<file path="config.mk">
export PLATFORM = sky130hd
export DESIGN_NAME = ir_manchester_rx
export DESIGN_NICKNAME = d
export VERILOG_FILES = /design/src/rtl/irdec_pkg.sv /design/src/rtl/ir_sync.sv /design/src/rtl/ir_tick_count.sv /design/src/rtl/ir_frame_fsm.sv /design/src/rtl/ir_result_reg.sv /design/src/rtl/ir_manchester_rx.sv
export SDC_FILE = /design/constraint.sdc
export NUM_CORES = 1
export LEC_CHECK = 0
export ABC_AREA = 0
export ABC_CLOCK_PERIOD_IN_PS = 4950
export BUFFER_PORTS_ARGS = -buffer_cell sky130_fd_sc_hd__buf_2
export CAP_MARGIN = 20
export CORE_MARGIN = 2
export CORE_UTILIZATION = 58
export CTS_CLUSTER_SIZE = 16
export DETAILED_ROUTE_END_ITERATION = 8
export GPL_TIMING_DRIVEN = 0
export PLACE_DENSITY_LB_ADDON = 0.05
export RECOVER_POWER = 50
export SYNTH_ARGS = -nofsm -noshare
export SYNTH_HDL_FRONTEND = slang
export SYNTH_SLANG_ARGS = --single-unit
</file>
<file path="constraint.sdc">
create_clock -name clk -period 4.95 [get_ports clk]
set_input_delay 0.495 -clock clk [delete_from_list [all_inputs] [get_ports clk]]
set_output_delay 0.495 -clock clk [all_outputs]
set_load 0.02 [all_outputs]
</file>
<file path="src/rtl/irdec_pkg.sv">
package irdec_pkg;

  typedef enum logic [2:0] {
    ST_IDLE,
    ST_WAIT_START,
    ST_MEASURE,
    ST_START2,
    ST_SAMPLE,
    ST_EDGE
  } dec_state_t;

  // Sample point: three quarters of a bit period from the previous mid-bit edge.
  function automatic int thr_sample(input int half);
    return half + (half >> 1);
  endfunction

  // Edge deadline: five quarters of a bit period from the previous mid-bit edge.
  function automatic int thr_edge(input int half);
    return (2 * half) + (half >> 1);
  endfunction

endpackage

</file>
<file path="src/rtl/ir_sync.sv">
module ir_sync #(
  parameter int STAGES = 2
) (
  input  logic clk,
  input  logic rst_n,
  input  logic d_in,
  output logic d_out
);
  logic [STAGES-1:0] chain_q;

  always_ff @(posedge clk or negedge rst_n) begin
    if (!rst_n) chain_q <= '1;
    else        chain_q <= {chain_q[STAGES-2:0], d_in};
  end

  assign d_out = chain_q[STAGES-1];
endmodule

</file>
<file path="src/rtl/ir_tick_count.sv">
module ir_tick_count #(
  parameter int W = 8
) (
  input  logic         clk,
  input  logic         rst_n,
  input  logic         clr,
  input  logic         tick,
  output logic [W-1:0] count
);
  always_ff @(posedge clk or negedge rst_n) begin
    if (!rst_n)                   count <= '0;
    else if (clr)                 count <= '0;
    else if (tick && count != '1) count <= count + 1'b1;
  end
endmodule

</file>
<file path="src/rtl/ir_frame_fsm.sv">
module ir_frame_fsm
  import irdec_pkg::*;
#(
  parameter int NBITS         = 12,
  parameter int IDLE_TICKS    = 55,
  parameter int HALF_LIMIT    = 17,
  parameter int TIMEOUT_TICKS = 2048,
  localparam int IW   = $clog2(IDLE_TICKS + 1),
  localparam int AW   = $clog2(TIMEOUT_TICKS + 1),
  localparam int PW   = $clog2(3 * HALF_LIMIT + 1),
  localparam int HW   = $clog2(HALF_LIMIT + 1),
  localparam int BC_W = $clog2(NBITS + 1)
) (
  input  logic             clk,
  input  logic             rst_n,
  input  logic             line_s,
  input  logic [IW-1:0]    idle_cnt,
  input  logic [AW-1:0]    attempt_cnt,
  input  logic [PW-1:0]    phase_cnt,
  output logic             idle_clr,
  output logic             attempt_clr,
  output logic             phase_clr,
  output logic             ev_done,
  output logic             ev_fault,
  output logic [NBITS-1:0] frame_word
);
  dec_state_t        state_q, state_d;
  logic [HW-1:0]     half_q;
  logic [NBITS-1:0]  shift_q;
  logic [BC_W-1:0]   bits_left_q;
  logic              last_bit_q;

  // Named internal events
  logic ev_start_seen, ev_half_latched, ev_st2_edge, ev_bit_sampled, ev_mid_edge;
  logic attempt_expired, idle_met, hunting;
  logic [PW-1:0] ref_sample, ref_edge;

  assign ref_sample      = PW'(thr_sample(int'(half_q)));
  assign ref_edge        = PW'(thr_edge(int'(half_q)));
  assign attempt_expired = attempt_cnt >= AW'(TIMEOUT_TICKS);
  assign idle_met        = line_s && (idle_cnt >= IW'(IDLE_TICKS));
  assign hunting         = (state_q == ST_IDLE) || (state_q == ST_WAIT_START);

  always_comb begin
    state_d         = state_q;
    phase_clr       = 1'b0;
    ev_start_seen   = 1'b0;
    ev_half_latched = 1'b0;
    ev_st2_edge     = 1'b0;
    ev_bit_sampled  = 1'b0;
    ev_mid_edge     = 1'b0;
    ev_done         = 1'b0;
    ev_fault        = 1'b0;
    unique case (state_q)
      ST_IDLE: begin
        if (attempt_expired)  ev_fault = 1'b1;
        else if (idle_met)    state_d  = ST_WAIT_START;
      end
      ST_WAIT_START: begin
        if (attempt_expired) ev_fault = 1'b1;
        else if (!line_s) begin
          ev_start_seen = 1'b1;
          phase_clr     = 1'b1;
          state_d       = ST_MEASURE;
        end
      end
      ST_MEASURE: begin
        if (phase_cnt >= PW'(HALF_LIMIT)) ev_fault = 1'b1;
        else if (line_s) begin
          ev_half_latched = 1'b1;
          phase_clr       = 1'b1;
          state_d         = ST_START2;
        end
      end
      ST_START2: begin
        if (phase_cnt >= ref_sample) ev_fault = 1'b1;
        else if (!line_s) begin
          ev_st2_edge = 1'b1;
          phase_clr   = 1'b1;
          state_d     = ST_SAMPLE;
        end
      end
      ST_SAMPLE: begin
        if (phase_cnt >= ref_sample) begin
          ev_bit_sampled = 1'b1;
          state_d        = ST_EDGE;
        end
      end
      ST_EDGE: begin
        if (phase_cnt >= ref_edge) ev_fault = 1'b1;
        else if (line_s != last_bit_q) begin
          ev_mid_edge = 1'b1;
          phase_clr   = 1'b1;
          if (bits_left_q == BC_W'(1)) begin
            ev_done = 1'b1;
            state_d = ST_IDLE;
          end else begin
            state_d = ST_SAMPLE;
          end
        end
      end
      default: state_d = ST_IDLE;
    endcase
    if (ev_fault) state_d = ST_IDLE;
  end

  assign idle_clr    = !line_s || (state_q != ST_IDLE) || ev_fault;
  assign attempt_clr = ev_fault || ev_done || !hunting;
  assign frame_word  = shift_q;

  always_ff @(posedge clk or negedge rst_n) begin
    if (!rst_n) begin
      state_q     <= ST_IDLE;
      half_q      <= '0;
      shift_q     <= '0;
      bits_left_q <= '0;
      last_bit_q  <= 1'b0;
    end else begin
      state_q <= state_d;
      if (ev_half_latched) half_q <= HW'(phase_cnt);
      if (ev_st2_edge) begin
        bits_left_q <= BC_W'(NBITS);
        shift_q     <= '0;
      end
      if (ev_bit_sampled) begin
        shift_q    <= {shift_q[NBITS-2:0], line_s};
        last_bit_q <= line_s;
      end
      if (ev_mid_edge) bits_left_q <= bits_left_q - 1'b1;
    end
  end

  AST_IDLE_BEFORE_START: assert property (@(posedge clk) disable iff (!rst_n)
    (state_q == ST_WAIT_START && $past(state_q) == ST_IDLE) |-> $past(idle_cnt) >= IW'(IDLE_TICKS))
    else $error("start hunt entered without full idle");

  AST_ATTEMPT_BOUND: assert property (@(posedge clk) disable iff (!rst_n)
    attempt_cnt <= AW'(TIMEOUT_TICKS))
    else $error("attempt counter ran past its limit");

  AST_HALF_BELOW_LIMIT: assert property (@(posedge clk) disable iff (!rst_n)
    (state_q == ST_START2 && $past(state_q) == ST_MEASURE) |-> half_q < HW'(HALF_LIMIT))
    else $error("half-bit width latched at or above limit");

  AST_EDGE_RESTARTS_PHASE: assert property (@(posedge clk) disable iff (!rst_n)
    ev_mid_edge |=> phase_cnt == '0)
    else $error("mid-bit edge did not restart phase timer");

  AST_BITS_IN_RANGE: assert property (@(posedge clk) disable iff (!rst_n)
    bits_left_q <= BC_W'(NBITS))
    else $error("bit counter out of range");
endmodule

</file>
<file path="src/rtl/ir_result_reg.sv">
module ir_result_reg #(
  parameter int SYS_W = 5,
  parameter int CMD_W = 6,
  localparam int NBITS = 1 + SYS_W + CMD_W
) (
  input  logic             clk,
  input  logic             rst_n,
  input  logic             ev_done,
  input  logic             ev_fault,
  input  logic [NBITS-1:0] word,
  output logic [SYS_W-1:0] sys_addr,
  output logic [CMD_W-1:0] command,
  output logic             toggle,
  output logic             frame_valid,
  output logic             fault
);
  always_ff @(posedge clk or negedge rst_n) begin
    if (!rst_n) begin
      sys_addr    <= '0;
      command     <= '0;
      toggle      <= 1'b0;
      frame_valid <= 1'b0;
      fault       <= 1'b0;
    end else begin
      frame_valid <= ev_done;
      fault       <= ev_fault;
      if (ev_fault) begin
        sys_addr <= '1;
        command  <= '1;
      end else if (ev_done) begin
        toggle   <= word[NBITS-1];
        sys_addr <= word[NBITS-2 -: SYS_W];
        command  <= word[CMD_W-1:0];
      end
    end
  end

  AST_VALID_SINGLE: assert property (@(posedge clk) disable iff (!rst_n)
    frame_valid |=> !frame_valid)
    else $error("frame_valid longer than one clock");

  AST_FAULT_ALL_ONES: assert property (@(posedge clk) disable iff (!rst_n)
    fault |-> (sys_addr == '1 && command == '1))
    else $error("fields not all ones on fault");

  AST_FAULT_KEEPS_TOGGLE: assert property (@(posedge clk) disable iff (!rst_n)
    fault |-> $stable(toggle))
    else $error("toggle changed on fault");

  AST_NO_VALID_WITH_FAULT: assert property (@(posedge clk) disable iff (!rst_n)
    !(frame_valid && fault))
    else $error("valid and fault together");
endmodule

</file>
<file path="src/rtl/ir_manchester_rx.sv">
module ir_manchester_rx #(
  parameter int SYS_W         = 5,
  parameter int CMD_W         = 6,
  parameter int IDLE_TICKS    = 55,
  parameter int HALF_LIMIT    = 17,
  parameter int TIMEOUT_TICKS = 2048,
  parameter int SYNC_STAGES   = 2
) (
  input  logic             clk,
  input  logic             rst_n,
  input  logic             tick,
  input  logic             ir_in,
  output logic [SYS_W-1:0] sys_addr,
  output logic [CMD_W-1:0] command,
  output logic             toggle,
  output logic             frame_valid,
  output logic             fault
);
  localparam int NBITS = 1 + SYS_W + CMD_W;
  localparam int IW    = $clog2(IDLE_TICKS + 1);
  localparam int AW    = $clog2(TIMEOUT_TICKS + 1);
  localparam int PW    = $clog2(3 * HALF_LIMIT + 1);

  logic             line_s;
  logic [IW-1:0]    idle_cnt;
  logic [AW-1:0]    attempt_cnt;
  logic [PW-1:0]    phase_cnt;
  logic             idle_clr, attempt_clr, phase_clr;
  logic             ev_done, ev_fault;
  logic [NBITS-1:0] frame_word;

  ir_sync #(.STAGES(SYNC_STAGES)) u_sync (
    .clk(clk), .rst_n(rst_n), .d_in(ir_in), .d_out(line_s)
  );

  ir_tick_count #(.W(IW)) u_idle_cnt (
    .clk(clk), .rst_n(rst_n), .clr(idle_clr), .tick(tick), .count(idle_cnt)
  );

  ir_tick_count #(.W(AW)) u_attempt_cnt (
    .clk(clk), .rst_n(rst_n), .clr(attempt_clr), .tick(tick), .count(attempt_cnt)
  );

  ir_tick_count #(.W(PW)) u_phase_cnt (
    .clk(clk), .rst_n(rst_n), .clr(phase_clr), .tick(tick), .count(phase_cnt)
  );

  ir_frame_fsm #(
    .NBITS(NBITS), .IDLE_TICKS(IDLE_TICKS),
    .HALF_LIMIT(HALF_LIMIT), .TIMEOUT_TICKS(TIMEOUT_TICKS)
  ) u_fsm (
    .clk(clk), .rst_n(rst_n), .line_s(line_s),
    .idle_cnt(idle_cnt), .attempt_cnt(attempt_cnt), .phase_cnt(phase_cnt),
    .idle_clr(idle_clr), .attempt_clr(attempt_clr), .phase_clr(phase_clr),
    .ev_done(ev_done), .ev_fault(ev_fault), .frame_word(frame_word)
  );

  ir_result_reg #(.SYS_W(SYS_W), .CMD_W(CMD_W)) u_result (
    .clk(clk), .rst_n(rst_n), .ev_done(ev_done), .ev_fault(ev_fault),
    .word(frame_word), .sys_addr(sys_addr), .command(command),
    .toggle(toggle), .frame_valid(frame_valid), .fault(fault)
  );
endmodule

</file>
* After elaboration in Yosys (flattened, before gate mapping) *
Cells that the tools add are included.

storage, ports and cells
  bits in registers = 65
  output and inout port bits = 14
  word-level logic and storage cells = 118

operators by class
  add/sub/neg operators = 6
  order comparisons = 5
  eq/ne operators = 21
  mux-type cells = 49
  bitwise gates (word level) = 1
  reductions and logical operators = 22

operators with widths
  operator                                                            number
  2-to-1 mux 12 bit                                                   4
  2-to-1 mux 3 bit                                                    13
  2-to-1 mux 6 bit                                                    6
  inequality test 3 x 2 -> 1 bit (second input constant)              8
  2-to-1 mux 1 bit                                                    19
  case mux 3 bit (6 select lines)                                     1
  adder 12 x 1 -> 12 bit (second input constant)                      1
  adder 6 x 1 -> 6 bit (second input constant)                        2
  greater-or-equal comparator 12 bit (second input constant)          1
  greater-or-equal comparator 6 bit                                   2
  inequality test 12 bit (second input constant)                      1
  inequality test 6 bit (second input constant)                       2
  nonzero test 2 bit                                                  6
  AND reduction 11 bit                                                1
  2-to-1 mux 5 bit                                                    2
  inequality test 3 x 1 -> 1 bit (second input constant)              3
  2-to-1 mux 4 bit                                                    2
  case mux 1 bit (4 select lines)                                     2
  adder 5 x 4 -> 6 bit                                                1
  adder 6 x 4 -> 6 bit                                                1
  equality test 3 x 2 -> 1 bit (second input constant)                2
  equality test 3 bit (second input constant)                         2
  greater-or-equal comparator 6 x 5 -> 1 bit (second input constant)  1
  greater-or-equal comparator 6 bit (second input constant)           1
  other kinds (12)                                                    20

* Depth between registers and ports, before layout *
Gate-level depths: netlist of run 1.

  depth after elaboration = 8
  gate-level depth with buffers = 16
  mapped depth without buffers = 15

* By module *
A second synthesis of run 1 with hierarchy kept.

second synthesis, totals
  cell total of the unflattened synthesis = 359
  area, all modules = 3752.3 µm²

modules (own cells, without submodules)
  module                          instances  cells an instance  area an instance (µm²)  sequential area each (µm²)
  ir_frame_fsm                    1          176                1729.2                  625.6
  ir_tick_count (u_attempt_cnt)   1          70                 714.4                   300.3
  ir_tick_count (u_idle_cnt ...)  2          35                 345.3                   150.1
  ir_result_reg                   1          41                 565.5                   350.3
  ir_sync                         1          2                  52.6                    52.6

* Least setup slack after synthesis of run 1 *
OpenSTA, ideal clock, no wires.

  path kind = register -> register
  start point = register u_fsm.half_q[2]
  end point = register u_result.command[0]
  library setup time = 121 ps
  arrival time = 2922 ps
  path slack = 1907 ps
  cell stages (with the launch flop) = 15
  buffers on the path = 2
  clock period less this slack = 3043 ps
  path through = dfrtp_1 ha_1 inv_1 fa_1 nor2b_1 o21ai_0 xor2_1 ha_1 a21oi_1 o21a_1 o2111ai_1 or2_2 clkbuf_1 clkbuf_1 o22a_1

between the ends
  cells in the longest elaborated chain, start to end = 5
  elaborated cells on any way between the ends = 11
  classes of those cells = 2 x add/sub; 2 x order compare; 6 x mux; 1 x reduce/logical

ends and longest elaborated chain
  element                                                              line                                    RTL
  start, declared                                                      ir_frame_fsm.sv:28                      logic [HW-1:0] half_q;
  start signal, assigned                                               ir_frame_fsm.sv:120                     if (ev_half_latched) half_q <= HW'(phase_cnt);
  adder 6 x 4 -> 6 bit or adder 5 x 4 -> 6 bit (tied branches)         irdec_pkg.sv:19, irdec_pkg.sv:14
  greater-or-equal comparator 6 bit (on tied branches)                 ir_frame_fsm.sv:90, ir_frame_fsm.sv:76
  2-to-1 mux 1 bit (on tied branches)                                  ir_frame_fsm.sv:90, ir_frame_fsm.sv:76
  case mux 1 bit (4 select lines) or 2-to-1 mux 1 bit (tied branches)  ir_frame_fsm.sv:54                      unique case (state_q)
  2-to-1 mux 6 bit or nonzero test 2 bit (tied branches)               --
  end signal, assigned                                                 ir_result_reg.sv:33                     command <= word[CMD_W-1:0];
  end, declared                                                        ir_result_reg.sv:12                     output logic [CMD_W-1:0] command,

Parallel ways exist; a longest one is shown, timed or not.
A chain may end at the register's enable or synchronous reset.

* Worst setup path after layout of run 1 *
Ends and elaborated chain as after synthesis.

==> impl_metrics.toml, run 1 <==
[timing]
period_share_pct = 70.2
fin_setup_tns_ns = 0
fin_crit_ns = 3.48
setup_viol = 0
skew_ns = 0.00986
slew_viol_final = 66
worst_pin_slew_ns = 3.40
final.setup.worst_slack_ns = 1.47
slew_headroom_pct = -127
hold_viol_final = 0
rsz0062_at_grt = "false"
max_freq_mhz = 288

[finish]
fin_area_um2 = 3960
area_growth_pct = 11.5
diodes = 0
num-nets-final = 406
layout-drive-gt1-share_pct = 11.1

[floorplan]
fp.dieW_um = 82.2
die_y_um = 82.2
rows = 28
io-pin-count = 18
core_area_um2 = 5920
initial_utilization_pct = 59.9
die_area_um2 = 6760

[route]
postRouteWirelength_mm = 6.95
drc = 0
num_vias = 2551
wl_per_cell_um = 15.4
drtPass1Iterations = 4
drt_iter0_drc = 89
drt.antenna.violating_nets = 0
viasPerCell = 5.64

[setup_path]
cp_max_fo = 10
arrival_ns = 3.71
worstSetupStartpointType = "register"
r2r-start = "u_fsm.half_q[2]"
r2r-end = "u_result.command[0]"
reg2reg_slack_ns = 1.47
criticalPathCategory = "register to register"
r2r_cells = 14
endpoint_kind = "register"
cp_data_required_time_ns = 5.19

[place]
placedInstanceArea_um2 = 3720
hpwl_mm = 4.84
io_buffers = 16
place_ws_ns = 1.49
place_congestion = 0.800

[yosys]
synth_top_area_share_pct = 44.4
synth_cell_type_count = 48
synth_edf_count = 0
yosysTopAreaCell = "dfrtp_1"
synth_nets = 379
synthFlopType = "dfrtp_1"
synthesis.instances = 345
yosysWarnings = 0
avgSynthCellArea_um2 = 10.3
synth-async-reset-ratio_pct = 100
netlist_area_um2 = 3550
synthTopCellsByCount = "dfrtp_1 (63), nor2_1 (29), ha_1 (28)"
synth-seq-cells = 65
synth_area_leaders = "dfrtp_1 (44%), ha_1 (9.9%), xor2_1 (4.9%)"
synth.most_common_cell = "dfrtp_1"
synth_seq_area_share_pct = 45.9

[clocking]
cts_root_buffer = "clkbuf_8"
post_cts_buffers = 0
htreeDepth = 3
cts_made_buffers = 9
cts.sinks = 65
insertion_delay_ns = 0.35
clock_path_buffers = 2
cts.clk_slew.worst_paths_ns = 0.08
cts_resized = 0
cts_tree = "done"
postCtsHoldBufs = 0

[power_and_ir_drop]
power_switching_uw = 488
vdd_drop_max_uv = 370
swShare_pct = 31.4
finalPower_uw = 1560
pwr-share-clk_pct = 35.6
p_seq_share_pct = 43.5
p_comb_share_pct = 20.9
p_int_uw = 1070
p_leak_uw = 0.00192
power_density_nw_per_um2 = 393

[run_status]
violations = "capacitance limit, slew limit"
status = "finished, violations left"

[global_route]
grt_pass1_wl_mm = 12.0
globalRouteTotalUtil_pct = 23.6
grt_start_max_net_pins = 66
grt_pass1_vias = 2547
antenna_found_initial = 0
overflow = 0

[flow_run]
max_cap_viol_count = 1

[hold_path]
holdPathStages = 1
worstHoldStart = "ir_in"
hold_class = "input pin to register"
min_to = "u_sync.chain_q[0]"
kinds of logic (layout without fill, tap and decap cells):
| logic type | count (synthesis) | after routing | synth area share, % |
|---|---|---|---|
| buf+inv | 32 | 64 | 3.53 |
| compound gates | 83 | 83 | 16.6 |
| fa+ha+maj | 30 | 30 | 11.0 |
| xor+xnor | 24 | 24 | 5.92 |
| flops | 65 | 65 | 45.9 |
| simple gates | 104 | 104 | 14.9 |
| mux | 7 | 7 | 2.12 |
layout by cell type, fill, tap and decap left out, types with 6 or more instances in the layout:
cell type,synthesis,final
inv_1,19,19
ha_1,28,28
nand2_1,26,26
nor2_1,29,29
nand2b_1,6,6
clkbuf_1,9,16
nor2b_1,6,6
dfrtp_1,63,63
xor2_1,20,20
o21ai_0,15,15
o22a_1,12,12
nand3_1,7,7
a22o_1,12,12
buf_2,4,14
clkbuf_8,0,9
a21oi_1,17,17
nand4_1,8,8
power by group through the flow:
stage	registers (uW)	logic [uW]	clock network (uW)
final	677	325	554
after global routing	689	382	587
after CTS	675	330	564
after detailed placement	684	324	0
after global placement	681	309	0
after floorplan	661	257	0
metal layers:
layer / GRT usage (%) / vias up / part of all wire (%)
li1: - / 1286 / -
met1: 32.4 / 1226 / 50
met2: 36.9 / 31 / 47
met3: 4.67 / 8 / 2.4
met4: 9.00 / 0 / 1.1
met5: 0 / - / 0
state kept, by name (all words and copies together) (netlist names):
signal / flops
u_attempt_cnt.count: 12
u_fsm.bits_left_q: 4
u_fsm.frame_word: 12
u_fsm.half_q: 5
u_fsm.last_bit_q: 1
u_fsm.state_q: 3
u_idle_cnt.count: 6
u_phase_cnt.count: 6
u_result.command: 6
u_result.fault: 1
u_result.frame_valid: 1
u_result.sys_addr: 5
u_result.toggle: 1
u_sync.chain_q: 2
worst max-delay path by stage:
stage	to	cells after the start	start
floorplan	u_result.command[0]	14	u_fsm.half_q[2]
global placement	u_result.command[2]	14	u_fsm.half_q[2]
detailed placement	u_result.command[2]	14	u_fsm.half_q[2]
CTS	u_result.sys_addr[4]	14	u_fsm.half_q[2]
global route	u_idle_cnt.count[1]	1	rst_n
finish	u_result.command[0]	14	u_fsm.half_q[2]
critical path: stages, from the launching register on:
cell and delay (ns):
dfrtp_1 0.44, ha_1 0.22, inv_1 0.06, fa_1 0.41
nor2b_1 0.12, o21ai_0 0.10, xor2_1 0.16, ha_1 0.31
a21oi_1 0.14, o21a_1 0.16, o2111ai_1 0.23, or2_2 0.34
clkbuf_1 0.17, clkbuf_1 0.26, o22a_1 0.26
final cells by class:
type	count	area (um^2)
multi-input cells	248	1790
well taps	75	93.8
repair buffers	16	72.6
clock buffers	10	128
flip-flops and latches	65	1630
plain buffers	13	53.8
clock inverters	6	114
inverters	19	71.3
fillers	494	1960
metrics by stage:
step / utilization, % / hold slack, ns / instances
5_1_grt: 66.8 / 0.220 / 452
3_5_place_dp: 62.9 / 0.352 / 436
2_1_floorplan: - / 0.199 / 345
4_1_cts: 67.0 / 0.224 / 452
3_3_place_gp: 62.9 / 0.346 / 436
6_report: 66.8 / 0.240 / 452
No activity file was read; power rests on OpenSTA's default activity.
==> run 2: changes to the inputs <==
- ABC_CLOCK_PERIOD_IN_PS: 4950 -> 3500
- clock period: 4.95 -> 3.5 ns (I/O delays scaled with it)
==> impl_metrics.toml, run 2 (synthesized netlist as in run 1, its figures left out) <==
[route]
num_vias = 2552
drtPass1Iterations = 4
drt.antenna.violating_nets = 0
drc = 0
drt_iter0_drc = 89
wl_per_cell_um = 15.5
postRouteWirelength_mm = 6.97
viasPerCell = 5.66

[clocking]
clock_path_buffers = 2
htreeDepth = 3
cts_made_buffers = 9
cts_tree = "done"
cts.clk_slew.worst_paths_ns = 0.08
postCtsHoldBufs = 0
insertion_delay_ns = 0.35
cts_root_buffer = "clkbuf_8"
cts.sinks = 65

[setup_path]
worstSetupStartpointType = "register"
cp_num_buf_inv = 2
critical_path.top_delay_family = "adder cells"
arrival_ns = 3.48
cp_cell_sequence = "ha_1 > inv_1 > fa_1 > nor2b_1 > o21ai_0 > xor2_1 > ha_1 > a21oi_1 > o21a_1 > o2111ai_2 > or2_2 > nand2_1 > clkbuf_4 > o22a_1"
cp_slowest_cell = "dfrtp_2"
endpoint_kind = "register"
cp_max_fo = 10
crit_top_cell = "ha_1"
slowest_delay_ns = 0.42
criticalPathCategory = "register to register"
cp_data_required_time_ns = 3.78

[power_and_ir_drop]
p_seq_share_pct = 43.3
p_comb_share_pct = 21.1
p_leak_uw = 0.00192
vdd_drop_max_uv = 523
p_int_uw = 1510
power_switching_uw = 695
swShare_pct = 31.5
pwr-share-clk_pct = 35.6
power_density_nw_per_um2 = 556

[finish]
fin_util_pct = 67.1
num-nets-final = 405
final_cells = 451
fin_area_um2 = 3970
fill_cells = 489
area_growth_pct = 11.9
ff_latch_area_um2 = 1630
multi_input_area_um2 = 1800
layout-drive-gt1-share_pct = 13.0
final_common_cell = "dfrtp_1"
diodes = 0
final_cell_mix = "dfrtp_1 (61), nor2_1 (29), ha_1 (28)"

[global_route]
grt_pass1_vias = 2547
grt_start_max_net_pins = 66
globalRouteTotalUtil_pct = 23.6
overflow = 0
antenna_found_initial = 0
grt_pass1_wl_mm = 12.0

[place]
place_congestion = 0.800
place_ws_ns = 0.0356
placedInstanceArea_um2 = 3720
placed_cells = 436
hpwl_mm = 4.84
io_buffers = 16

[timing]
rsz0062_at_grt = "false"
fin_crit_ns = 3.20
worst_pin_slew_ns = 1.58
period_share_pct = 91.4
fin_setup_tns_ns = 0
skew_ns = 0.00815
hold_viol_final = 0
setup_viol = 0
max_freq_mhz = 313
slew_viol_final = 66
final.setup.worst_slack_ns = 0.302
slew_headroom_pct = -5.56

[floorplan]
die_y_um = 82.2
rows = 28
fp.dieW_um = 82.2
initial_utilization_pct = 59.9
io-pin-count = 18
die_area_um2 = 6760
core_area_um2 = 5920

[run_status]
status = "finished, violations left"
violations = "capacitance limit, slew limit"

[hold_path]
hold_class = "input pin to register"

[flow_run]
max_cap_viol_count = 1
-- run 2: power by group through the flow --
stage                     combinational (uW)  clock (uW)  sequential [uW]
after global placement                   437           0              964
final                                    467         785              956
after detailed placement                 458           0              968
after floorplan                          364           0              934
after global routing                     544         831              974
after CTS                                467         798              954
-- run 2: path summary, 6_finish.rpt --
path	from	to	slack, ns	depth (start not counted)
setup reg to reg	u_fsm.half_q[2]	u_result.sys_addr[2]	0.30	14
min in group asynchronous	rst_n	u_fsm.half_q[1]	0.39	1
max in group asynchronous	rst_n	u_fsm.half_q[2]	2.09	1
hold / removal	ir_in	u_sync.chain_q[0]	0.09	1
hold reg to reg	u_sync.chain_q[0]	u_sync.chain_q[1]	0.36	0
setup / recovery	u_fsm.half_q[2]	u_result.sys_addr[2]	0.30	14
-- run 2: worst register-to-register path, stage by stage, from the launching register on --
cell	delay [ns]
dfrtp_2	0.42
ha_1	0.19
inv_1	0.06
fa_1	0.41
nor2b_1	0.12
o21ai_0	0.10
xor2_1	0.16
ha_1	0.31
a21oi_1	0.14
o21a_1	0.17
o2111ai_2	0.19
or2_2	0.39
nand2_1	0.11
clkbuf_4	0.20
o22a_1	0.16
-- run 2: timing repair --
item                       CTS  global route
gates resized for setup      0            10
buffers inserted             0             0
setup endpoints to repair    0            22
-- run 2: routing by layer --
layer	track usage (%)	share of wire, %
met2	36.9	46
met4	9.00	1.5
met3	4.67	2.4
met5	0	0
met1	32.4	50
-- run 2: cell type report --
type	instances	area share [%]
Tap cell	75	2.36
Buffer	12	1.39
Clock inverter	6	2.87
Inverter	19	1.80
Clock buffer	10	3.21
Sequential cell	65	41.1
Multi-Input combinational cell	248	45.4
Timing Repair Buffer	16	1.86
-- run 2: stage by stage --
stage	hold slack [ns]	total power, uW
after floorplan	0.0544	1300
after global placement	0.346	1400
after detailed placement	0.352	1430
after CTS	0.0793	2220
after global routing	0.0749	2350
final	0.0920	2210
==> run 3: changes to the inputs <==
- RECOVER_POWER: 50 -> 100
==> impl_metrics.toml, run 3 (synthesized netlist as in run 1, its figures left out) <==
[run_status]
status = "finished, violations left"
violations = "capacitance limit, slew limit"

[setup_path]
cp_max_fo = 10
worstSetupStartpointType = "register"
arrival_ns = 3.46
cp_data_required_time_ns = 3.73
criticalPathCategory = "register to register"
endpoint_kind = "register"

[route]
viasPerCell = 5.71
drt.antenna.violating_nets = 0
drt_iter0_drc = 127
drtPass1Iterations = 4
wl_per_cell_um = 15.4
drc = 0
num_vias = 2577
postRouteWirelength_mm = 6.96

[timing]
rsz0062_at_grt = "false"
worst_pin_slew_ns = 1.58
slew_viol_final = 66
slew_headroom_pct = -5.28
fin_setup_tns_ns = 0
setup_viol = 0
whs_ns = 0.0928
skew_ns = 0.0107
period_share_pct = 92.4
fin_crit_ns = 3.23
max_freq_mhz = 309
hold_viol_final = 0

[clocking]
clock_path_buffers = 2
cts.sinks = 65
cts_tree = "done"
cts.clk_slew.worst_paths_ns = 0.08
htreeDepth = 3
post_cts_buffers = 0
cts_root_buffer = "clkbuf_8"
insertion_delay_ns = 0.35
cts_made_buffers = 9

[finish]
final_common_cell = "dfrtp_1"
layout-drive-gt1-share_pct = 9.04
num-nets-final = 405
fin_area_um2 = 3940
final_cells = 451
area_growth_pct = 11.1
final_cell_mix = "dfrtp_1 (62), nor2_1 (29), ha_1 (28)"
diodes = 0
fill_cells = 494

[power_and_ir_drop]
power_density_nw_per_um2 = 557
swShare_pct = 31.4
finalPower_uw = 2200
p_seq_share_pct = 43.4
p_int_uw = 1510
power_switching_uw = 689
pwr-share-clk_pct = 35.7
vdd_drop_max_uv = 523
p_comb_share_pct = 20.9
p_leak_uw = 0.00187

[place]
hpwl_mm = 4.84
place_congestion = 0.800
placed_cells = 436
io_buffers = 16
placedInstanceArea_um2 = 3720

[global_route]
grt_pass1_vias = 2547
overflow = 0
antenna_found_initial = 0
globalRouteTotalUtil_pct = 23.6
grt_pass1_wl_mm = 12.0
grt_start_max_net_pins = 66

[floorplan]
initial_utilization_pct = 59.9
core_area_um2 = 5920
die_area_um2 = 6760
fp.dieW_um = 82.2
io-pin-count = 18
die_y_um = 82.2
rows = 28

[flow_run]
max_cap_viol_count = 1

[hold_path]
hold_class = "input pin to register"
-- run 3: cell types whose count changed in the layout (fill, tap and decap cells not counted), sizes merged --
cell and change:
clkbuf +10, buf -10
-- run 3: power groups by stage --
stage | clock network (uW) | logic [uW] | registers [uW]
final | 783 | 459 | 953
after global routing | 831 | 535 | 972
after CTS | 798 | 467 | 954
after detailed placement | 0 | 458 | 968
after global placement | 0 | 437 | 964
after floorplan | 0 | 364 | 934
-- run 3: layout make-up --
type                       instances  area (um^2)  share of cell area, %
buffer                            12         53.8                   1.36
clock buffer                      10          128                   3.24
clock inverter                     6          114                   2.89
inverter                          19         71.3                   1.81
multi-input combinational        248         1790                   45.4
sequential                        65         1630                   41.4
tap                               75         93.8                   2.38
timing repair buffer              16         62.6                   1.59
-- run 3: final timing paths --
kind                                    from              endpoint  slack [ns]  cells past startpoint
max reg2reg                  u_fsm.half_q[2]  u_result.sys_addr[2]        0.27                     14
min                                    ir_in     u_sync.chain_q[0]        0.09                      1
max in group asynchronous              rst_n       u_fsm.half_q[2]        2.10                      1
min in group asynchronous              rst_n       u_fsm.half_q[1]        0.38                      1
max                          u_fsm.half_q[2]  u_result.sys_addr[2]        0.27                     14
min reg2reg                u_sync.chain_q[0]     u_sync.chain_q[1]        0.36                      0
-- run 3: worst max-delay path, stage by stage, from the launching register on --
cell and delay (ns):
dfrtp_2 0.42, ha_1 0.19, inv_1 0.06, fa_1 0.41, nor2b_1 0.12, o21ai_0 0.11, xor2_1 0.17, ha_1 0.31
a21oi_1 0.14, o21a_1 0.18, o21ai_0 0.13, a22oi_1 0.36, nand2_1 0.12, clkbuf_4 0.21, o22a_1 0.20
-- run 3: metrics by stage --
step,worst slack [ns],util [%]
finish,0.266,66.6
global route,0.0752,66.6
CTS,0.00711,67.0
detailed placement,0.0356,62.9
global placement,0.0737,62.9
floorplan,0.457,-
-- run 3: repair_timing --
action / 4_1_cts / 5_1_grt
hold buffers: 0 / 0
setup endpoints to repair: 0 / 22
gates resized for setup: 0 / 10
-- run 3: routing by layer --
metal | wire, um | GRT usage, % | part of all wire, % | vias to the layer above
met5 | 0 | 0 | 0 | -
met4 | 107 | 9.00 | 1.5 | 0
met3 | 164 | 4.67 | 2.4 | 10
met2 | 3240 | 36.9 | 46 | 28
met1 | 3450 | 32.4 | 50 | 1251
li1 | - | - | - | 1288
